==> config.mk <==
export PLATFORM = sky130hd
export DESIGN_NAME = mdio_mgmt_ctrl
export DESIGN_NICKNAME = d
export VERILOG_FILES = /design/src/rtl/mdio_pkg.sv /design/src/rtl/mdio_clk_gen.sv /design/src/rtl/mdio_frame_engine.sv /design/src/rtl/mdio_reg_file.sv /design/src/rtl/mdio_mgmt_ctrl.sv
export SDC_FILE = /design/constraint.sdc
export NUM_CORES = 1
export LEC_CHECK = 0
export ABC_AREA = 0
export BUFFER_PORTS_ARGS = -buffer_cell sky130_fd_sc_hd__buf_2
export CORE_ASPECT_RATIO = 0.9
export CORE_MARGIN = 4
export CORE_UTILIZATION = 58
export DETAILED_ROUTE_END_ITERATION = 7
export PLACE_DENSITY = 0.79
export SLEW_MARGIN = 40
export SYNTH_ARGS = -nofsm -noshare
export SYNTH_HDL_FRONTEND = slang
export SYNTH_SLANG_ARGS = --single-unit
==> constraint.sdc <==
create_clock -name clk -period 3.61 [get_ports clk]
set_input_delay 0.361 -clock clk [delete_from_list [all_inputs] [get_ports clk]]
set_output_delay 0.361 -clock clk [all_outputs]
set_load 0.02 [all_outputs]
==> src/rtl/mdio_pkg.sv <==
package mdio_pkg;
  localparam int BUS_AW     = 2;
  localparam int WORD_W     = 32;
  localparam int PAYLOAD_W  = 16;

  localparam logic [BUS_AW-1:0] SEL_FRAME = 2'd0;
  localparam logic [BUS_AW-1:0] SEL_DIV   = 2'd1;
  localparam logic [BUS_AW-1:0] SEL_EVENT = 2'd2;
  localparam logic [BUS_AW-1:0] SEL_MASK  = 2'd3;

  localparam logic [1:0] OPC_WRITE = 2'b01;
  localparam logic [1:0] OPC_READ  = 2'b10;

  typedef struct packed {
    logic [1:0]           start_code;
    logic [1:0]           opcode;
    logic [4:0]           phy_sel;
    logic [4:0]           reg_sel;
    logic [1:0]           turn_code;
    logic [PAYLOAD_W-1:0] payload;
  } mgmt_word_t;
endpackage

==> src/rtl/mdio_clk_gen.sv <==
module mdio_clk_gen #(
  parameter int DIV_W = 8
) (
  input  logic             clk,
  input  logic             rst,
  input  logic             run,
  input  logic [DIV_W-1:0] half_period,
  output logic             mdc,
  output logic             rise_tick,
  output logic             fall_tick
);
  logic [DIV_W-1:0] cnt_q;
  logic             wrap;

  assign wrap      = run && (cnt_q == half_period - 1'b1);
  assign rise_tick = wrap && !mdc;
  assign fall_tick = wrap && mdc;

  always_ff @(posedge clk) begin
    if (rst || !run) begin
      cnt_q <= '0;
      mdc   <= 1'b0;
    end else if (wrap) begin
      cnt_q <= '0;
      mdc   <= ~mdc;
    end else begin
      cnt_q <= cnt_q + 1'b1;
    end
  end
endmodule

==> src/rtl/mdio_frame_engine.sv <==
module mdio_frame_engine
  import mdio_pkg::*;
#(
  parameter int PRE_LEN = 32
) (
  input  logic                 clk,
  input  logic                 rst,
  input  logic                 start,
  input  logic [WORD_W-1:0]    frame_word,
  input  logic                 rise_tick,
  input  logic                 fall_tick,
  input  logic                 mdio_i,
  output logic                 busy,
  output logic                 mdio_o,
  output logic                 mdio_oe,
  output logic                 done_pulse,
  output logic                 rd_capture,
  output logic [PAYLOAD_W-1:0] rd_data
);
  localparam int TOTAL   = PRE_LEN + WORD_W;
  localparam int IDX_W   = $clog2(TOTAL);
  localparam int REL_POS = PRE_LEN + 15;
  localparam int DAT_POS = PRE_LEN + 16;
  localparam logic [IDX_W-1:0] LAST_IDX = IDX_W'(TOTAL - 1);
  localparam logic [IDX_W-1:0] REL_IDX  = IDX_W'(REL_POS);
  localparam logic [IDX_W-1:0] DAT_IDX  = IDX_W'(DAT_POS);

  logic [TOTAL-1:0]     shreg_q;
  logic [IDX_W-1:0]     idx_q;
  logic [IDX_W-1:0]     idx_nx;
  logic                 rd_op_q;
  logic [PAYLOAD_W-1:0] rd_sh_q;
  mgmt_word_t           fw;

  assign fw         = mgmt_word_t'(frame_word);
  assign idx_nx     = idx_q + 1'b1;
  assign done_pulse = busy && fall_tick && (idx_q == LAST_IDX);
  assign rd_capture = done_pulse && rd_op_q;
  assign rd_data    = rd_sh_q;

  always_ff @(posedge clk) begin
    if (rst) begin
      busy    <= 1'b0;
      mdio_o  <= 1'b0;
      mdio_oe <= 1'b0;
      shreg_q <= '0;
      idx_q   <= '0;
      rd_op_q <= 1'b0;
      rd_sh_q <= '0;
    end else if (!busy) begin
      if (start) begin
        busy    <= 1'b1;
        shreg_q <= {{PRE_LEN{1'b1}}, frame_word};
        idx_q   <= '0;
        mdio_o  <= 1'b1;
        mdio_oe <= 1'b1;
        rd_op_q <= (fw.opcode == OPC_READ);
      end
    end else begin
      if (rise_tick && rd_op_q && (idx_q >= DAT_IDX))
        rd_sh_q <= {rd_sh_q[PAYLOAD_W-2:0], mdio_i};
      if (fall_tick) begin
        if (idx_q == LAST_IDX) begin
          busy    <= 1'b0;
          mdio_o  <= 1'b0;
          mdio_oe <= 1'b0;
        end else begin
          idx_q   <= idx_nx;
          shreg_q <= {shreg_q[TOTAL-2:0], 1'b0};
          mdio_o  <= shreg_q[TOTAL-2];
          mdio_oe <= !(rd_op_q && (idx_nx >= REL_IDX));
        end
      end
    end
  end
endmodule

==> src/rtl/mdio_reg_file.sv <==
module mdio_reg_file
  import mdio_pkg::*;
#(
  parameter int DIV_W = 8
) (
  input  logic                 clk,
  input  logic                 rst,
  input  logic                 bus_wr,
  input  logic                 bus_rd,
  input  logic [BUS_AW-1:0]    bus_addr,
  input  logic [WORD_W-1:0]    bus_wdata,
  input  logic                 busy,
  input  logic                 done_pulse,
  input  logic                 rd_capture,
  input  logic [PAYLOAD_W-1:0] rd_data,
  output logic                 start,
  output logic [DIV_W-1:0]     div_q,
  output logic [WORD_W-1:0]    bus_rdata,
  output logic                 ev_done,
  output logic                 mask_done,
  output logic                 irq
);
  logic [WORD_W-1:0] frame_q;
  logic              wr_frame, wr_div, wr_event, wr_mask;
  logic              ev_nxt, mask_nxt;

  assign wr_frame = bus_wr && (bus_addr == SEL_FRAME);
  assign wr_div   = bus_wr && (bus_addr == SEL_DIV);
  assign wr_event = bus_wr && (bus_addr == SEL_EVENT);
  assign wr_mask  = bus_wr && (bus_addr == SEL_MASK);
  assign start    = wr_frame && !busy && (div_q != '0);

  assign ev_nxt   = (ev_done && !(wr_event && bus_wdata[0])) || done_pulse;
  assign mask_nxt = wr_mask ? bus_wdata[0] : mask_done;

  always_ff @(posedge clk) begin
    if (rst) begin
      frame_q   <= '0;
      div_q     <= '0;
      ev_done   <= 1'b0;
      mask_done <= 1'b0;
      irq       <= 1'b0;
    end else begin
      if (wr_frame && !busy)
        frame_q <= bus_wdata;
      else if (rd_capture)
        frame_q[PAYLOAD_W-1:0] <= rd_data;
      if (wr_div)
        div_q <= bus_wdata[DIV_W-1:0];
      ev_done   <= ev_nxt;
      mask_done <= mask_nxt;
      irq       <= ev_nxt && mask_nxt;
    end
  end

  always_ff @(posedge clk) begin
    if (rst) begin
      bus_rdata <= '0;
    end else if (bus_rd) begin
      case (bus_addr)
        SEL_FRAME: bus_rdata <= frame_q;
        SEL_DIV:   bus_rdata <= WORD_W'(div_q);
        SEL_EVENT: bus_rdata <= WORD_W'(ev_done);
        default:   bus_rdata <= WORD_W'(mask_done);
      endcase
    end
  end
endmodule

==> src/rtl/mdio_mgmt_ctrl.sv <==
module mdio_mgmt_ctrl
  import mdio_pkg::*;
#(
  parameter int DIV_W   = 8,
  parameter int PRE_LEN = 32
) (
  input  logic              clk,
  input  logic              rst,
  input  logic              bus_wr,
  input  logic              bus_rd,
  input  logic [1:0]        bus_addr,
  input  logic [31:0]       bus_wdata,
  output logic [31:0]       bus_rdata,
  output logic              mdc,
  output logic              mdio_o,
  output logic              mdio_oe,
  input  logic              mdio_i,
  output logic              irq
);
  logic                 busy, start, done_pulse, rd_capture;
  logic                 rise_tick, fall_tick;
  logic                 ev_done, mask_done;
  logic [DIV_W-1:0]     div_q;
  logic [PAYLOAD_W-1:0] rd_data;

  mdio_reg_file #(.DIV_W(DIV_W)) u_regs (
    .clk(clk), .rst(rst), .bus_wr(bus_wr), .bus_rd(bus_rd),
    .bus_addr(bus_addr), .bus_wdata(bus_wdata), .busy(busy),
    .done_pulse(done_pulse), .rd_capture(rd_capture), .rd_data(rd_data),
    .start(start), .div_q(div_q), .bus_rdata(bus_rdata),
    .ev_done(ev_done), .mask_done(mask_done), .irq(irq)
  );

  mdio_clk_gen #(.DIV_W(DIV_W)) u_clk (
    .clk(clk), .rst(rst), .run(busy), .half_period(div_q),
    .mdc(mdc), .rise_tick(rise_tick), .fall_tick(fall_tick)
  );

  mdio_frame_engine #(.PRE_LEN(PRE_LEN)) u_eng (
    .clk(clk), .rst(rst), .start(start), .frame_word(bus_wdata),
    .rise_tick(rise_tick), .fall_tick(fall_tick), .mdio_i(mdio_i),
    .busy(busy), .mdio_o(mdio_o), .mdio_oe(mdio_oe),
    .done_pulse(done_pulse), .rd_capture(rd_capture), .rd_data(rd_data)
  );
endmodule

==> out/qor_table.md <==
| Parameter | Value | Unit |
| --- | --- | --- |
| Share of flip-flops with an asynchronous set or reset | 0 | % |
| Clock Tree Root | clkbuf_16 | - |
| Vias | 6014 | - |
| Average routed wire per standard cell | 17.49 | um |
| Number of instances resized during post-cts repair | 0 | - |
| Number of warning messages in the yosys log | 0 | - |
| Highest fanout seen on the critical path | 50 | - |
| Worst path arrival time | 3.51 | ns |
| Die Height | 113.9 | um |
| Peak Freq | 317.9 | MHz |
| Leftover overflow at the end of global routing | 0 | - |
| Number of enable flip-flop cells after synthesis | 0 | - |
| Largest net degree at the start of global routing | 102 | - |
| Int Pwr | 3.562 | mW |
| Horizontal die dimension | 125.7 | um |
| Yosys top cell by area | dfxtp_1 | - |
| Clock period minus final worst setup slack | 3.145 | ns |
| Gate power share | 11.4 | % |
| Portion of total power attributed to the clock network | 42.8 | % |
| Net Switching | 1.104 | mW |
| Number of post-CTS setup repair buffers | 0 | - |
| Critical Path Start Type | register | - |
| WP data required | 3.98 | ns |
| Cell types with the largest area share after synthesis | dfxtp_1, mux2i_1, a21oi_1, o221a_2, a211oi_1 | - |
| Layout cells sized above 1 | 20.75 | % |
| Remaining max-slew budget at the tightest pin | 46.67 | % |
| TritonCTS clock tree | built | - |
| Number of antenna violations at the first check in global routing | 1 | - |
| Detailed-route wire length | 17.32 | mm |
| Type of the tightest min-delay check | in -> reg | - |
| Die footprint | 14320 | um^2 |
| Router iterations before antenna repair | 5 | - |
| Status | complete, no violations | - |
| Clock sink total | 173 | - |
| Post-synthesis register bit count | 173 | - |
| Netlist Area Pre-Place | 7229 | um^2 |
| Number of setup violations in the final report | 0 | - |
| Number of buffers on the longest clock path | 2 | - |
| Placeable core region | 12120 | um^2 |
| Clk Latency, worst-skew pair | 0.43 | ns |
| Final hold violations | 0 | - |
| Share of the yosys chip area belonging to registers | 47.91 | % |
| Total power | 4.666 | mW |
| Clock edge transition at the registers on the reported setup and hold paths | 0.06 | ns |
| Switching share of total power | 23.67 | % |
| Part of the power in registers | 45.7 | % |
| # fillers | 937 | - |
| Port Buffers | 74 | - |
| Final TNS setup | 0 | ns |
| Critical path type | reg -> reg | - |
| Setup repair after global routing missed its margin | no | - |
| Avg Inst Size Synth | 9.340 | um^2 |
| Footprint of the multi-input gates | 3492 | um^2 |
| Level count of the clock H-tree | 4 | - |
| Setup Skew | 0.006969 | ns |
| Vias in the first global route | 5986 | - |
| Detailed router's first-iteration violation count | 564 | - |
| Hold-fix buffers at CTS | 0 | - |
| Tcrit/Tclk final | 87.13 | % |
| Post-layout util | 68.96 | % |
| Proportion of netlist area held by the largest area contributor | 47.91 | % |
| DRC violations left | 0 | - |
| Register area | 3465 | um^2 |
| Pleak | 3.204 | nW |
| Power Density | 558.1 | nW/um^2 |
| Slew at the pin with the worst max-slew slack | 0.7999 | ns |
| Detail-routed via count per cell | 6.075 | - |
| HPWL Detailed | 11.06 | mm |
| Net total in the final layout | 863 | - |
| Primary flip-flop cell chosen by synthesis mapping | dfxtp_1 | - |
| Number of distinct library cell variants in the gate-level netlist after synthesis | 49 | - |
| Wire length of the first global-routing pass | 29.03 | mm |
| Starting density of the core | 59.63 | % |
| Number of cells produced by synthesis | 774 | - |
| CP Capture Type | register | - |
| Num ports | 75 | - |
| Max Cap Violations | 0 | - |
| P&R area growth vs syn | 15.65 | % |
| Routability congestion estimate | 0.8548 | - |
| Commonest non-fill, non-tap cells in the layout | dfxtp_1, a21oi_1, buf_2 | - |
| All-Layer GR Usage | 24.73 | % |
| IR drop worst, VDD | 0.0003406 | V |
| TritonCTS buffer count | 17 | - |
| Post-Synthesis Net Count | 818 | - |
| Most common library cell in the layout ignoring fill and taps | dfxtp_1 | - |
| Final count of pins violating max slew | 0 | - |
| Antenna Violating Nets Remaining | 0 | - |
| Count of standard-cell rows | 38 | - |
-- layer usage --
layer	wire [um]	track usage [%]	vias up
li1	-	-	2885
met5	0	0	-
met1	7697	31.97	2913
met3	944	5.712	30
met4	351	10.40	0
met2	8327	40.13	186
-- cell type report --
type / instances / area share [%]
clock inverter: 7 / 1.916
tap: 160 / 2.394
sequential: 173 / 41.44
timing repair buffer: 94 / 6.301
antenna: 1 / 0.02993
multi-input combinational: 525 / 41.77
clock buffer: 22 / 5.792
inverter: 8 / 0.3592
-- critical path, cell delays in order, from the launching register on --
cell     delay, ns
dfxtp_1       0.49
inv_1         0.12
ha_1          0.26
xor2_1        0.22
xnor2_1       0.14
nand4_1       0.27
or4_1         0.64
a21oi_4       0.20
buf_4         0.45
o221a_2       0.28
-- cell usage after synthesis (4+ instances only) --
| cell type | number |
|---|---|
| nor3_1 | 6 |
| a21oi_1 | 102 |
| nand3_1 | 19 |
| a31oi_1 | 21 |
| nand2_1 | 59 |
| o21ai_0 | 36 |
| inv_1 | 8 |
| nor2b_1 | 33 |
| clkbuf_1 | 55 |
| mux2_2 | 7 |
| mux2i_1 | 59 |
| xnor2_1 | 11 |
| and3_1 | 6 |
| xor2_1 | 8 |
| a311oi_1 | 4 |
| buf_2 | 7 |
| dfxtp_1 | 173 |
| o221a_2 | 29 |
| a211oi_1 | 32 |
| nor2_1 | 55 |
| ha_1 | 5 |
-- power by group through the flow --
stage	clock network [mW]	registers (mW)	logic (mW)
floorplan	0	2.14	0.401
finish	2.00	2.13	0.533
detailed placement	0	2.17	0.523
CTS	2.01	2.13	0.530
global placement	0	2.16	0.500
global route	2.11	2.14	0.588
-- cell families (layout without fill, tap and decap cells) --
family	count (synthesis)	count (layout)	share of synthesized area [%]
AO/OA/AOI/OAI	234	234	21.18
AND/OR/NAND/NOR	200	200	13.85
flip-flops	173	173	47.91
buffers and inverters	76	131	4.327
multiplexers	67	67	9.571
XOR/XNOR	19	19	2.302
adder cells (fa/ha/maj)	5	5	0.8654
other	0	1	0
-- path summary, 6_finish.rpt --
path / start / endpoint / slack (ns) / depth (start not counted)
hold / removal: bus_wdata[21] / u_regs.frame_q[21] / 0.18 / 3
hold reg to reg: u_regs.frame_q[20] / u_regs.frame_q[20] / 0.45 / 2
setup reg to reg: u_regs.div_q[0] / u_eng.shreg_q[33] / 0.46 / 9
setup / recovery: u_regs.div_q[0] / u_eng.shreg_q[33] / 0.46 / 9
-- flip-flops by register name, summed over array words and instances (netlist names), 6 cells and up --
register          flops
u_clk.cnt_q           8
u_eng.idx_q           6
u_eng.rd_data        16
u_eng.shreg_q        63
u_regs.bus_rdata     32
u_regs.div_q          8
u_regs.frame_q       32
-- per-stage QoR --
| step | cell area (um^2) | cells | setup slack [ns] | hold WS (ns) |
|---|---|---|---|---|
| 5_1_grt | 8361 | 990 | 0.2755 | 0.1839 |
| 3_5_place_dp | 7714 | 960 | 0.5393 | 0.4488 |
| 3_3_place_gp | 7702 | 960 | 0.6721 | 0.4423 |
| 2_1_floorplan | 7229 | 774 | 0.8542 | 0.4349 |
| 4_1_cts | 8358 | 989 | 0.4836 | 0.1702 |
| 6_report | 8361 | 990 | 0.4647 | 0.1824 |
Note: power is estimated with default switching activity, not from simulation.
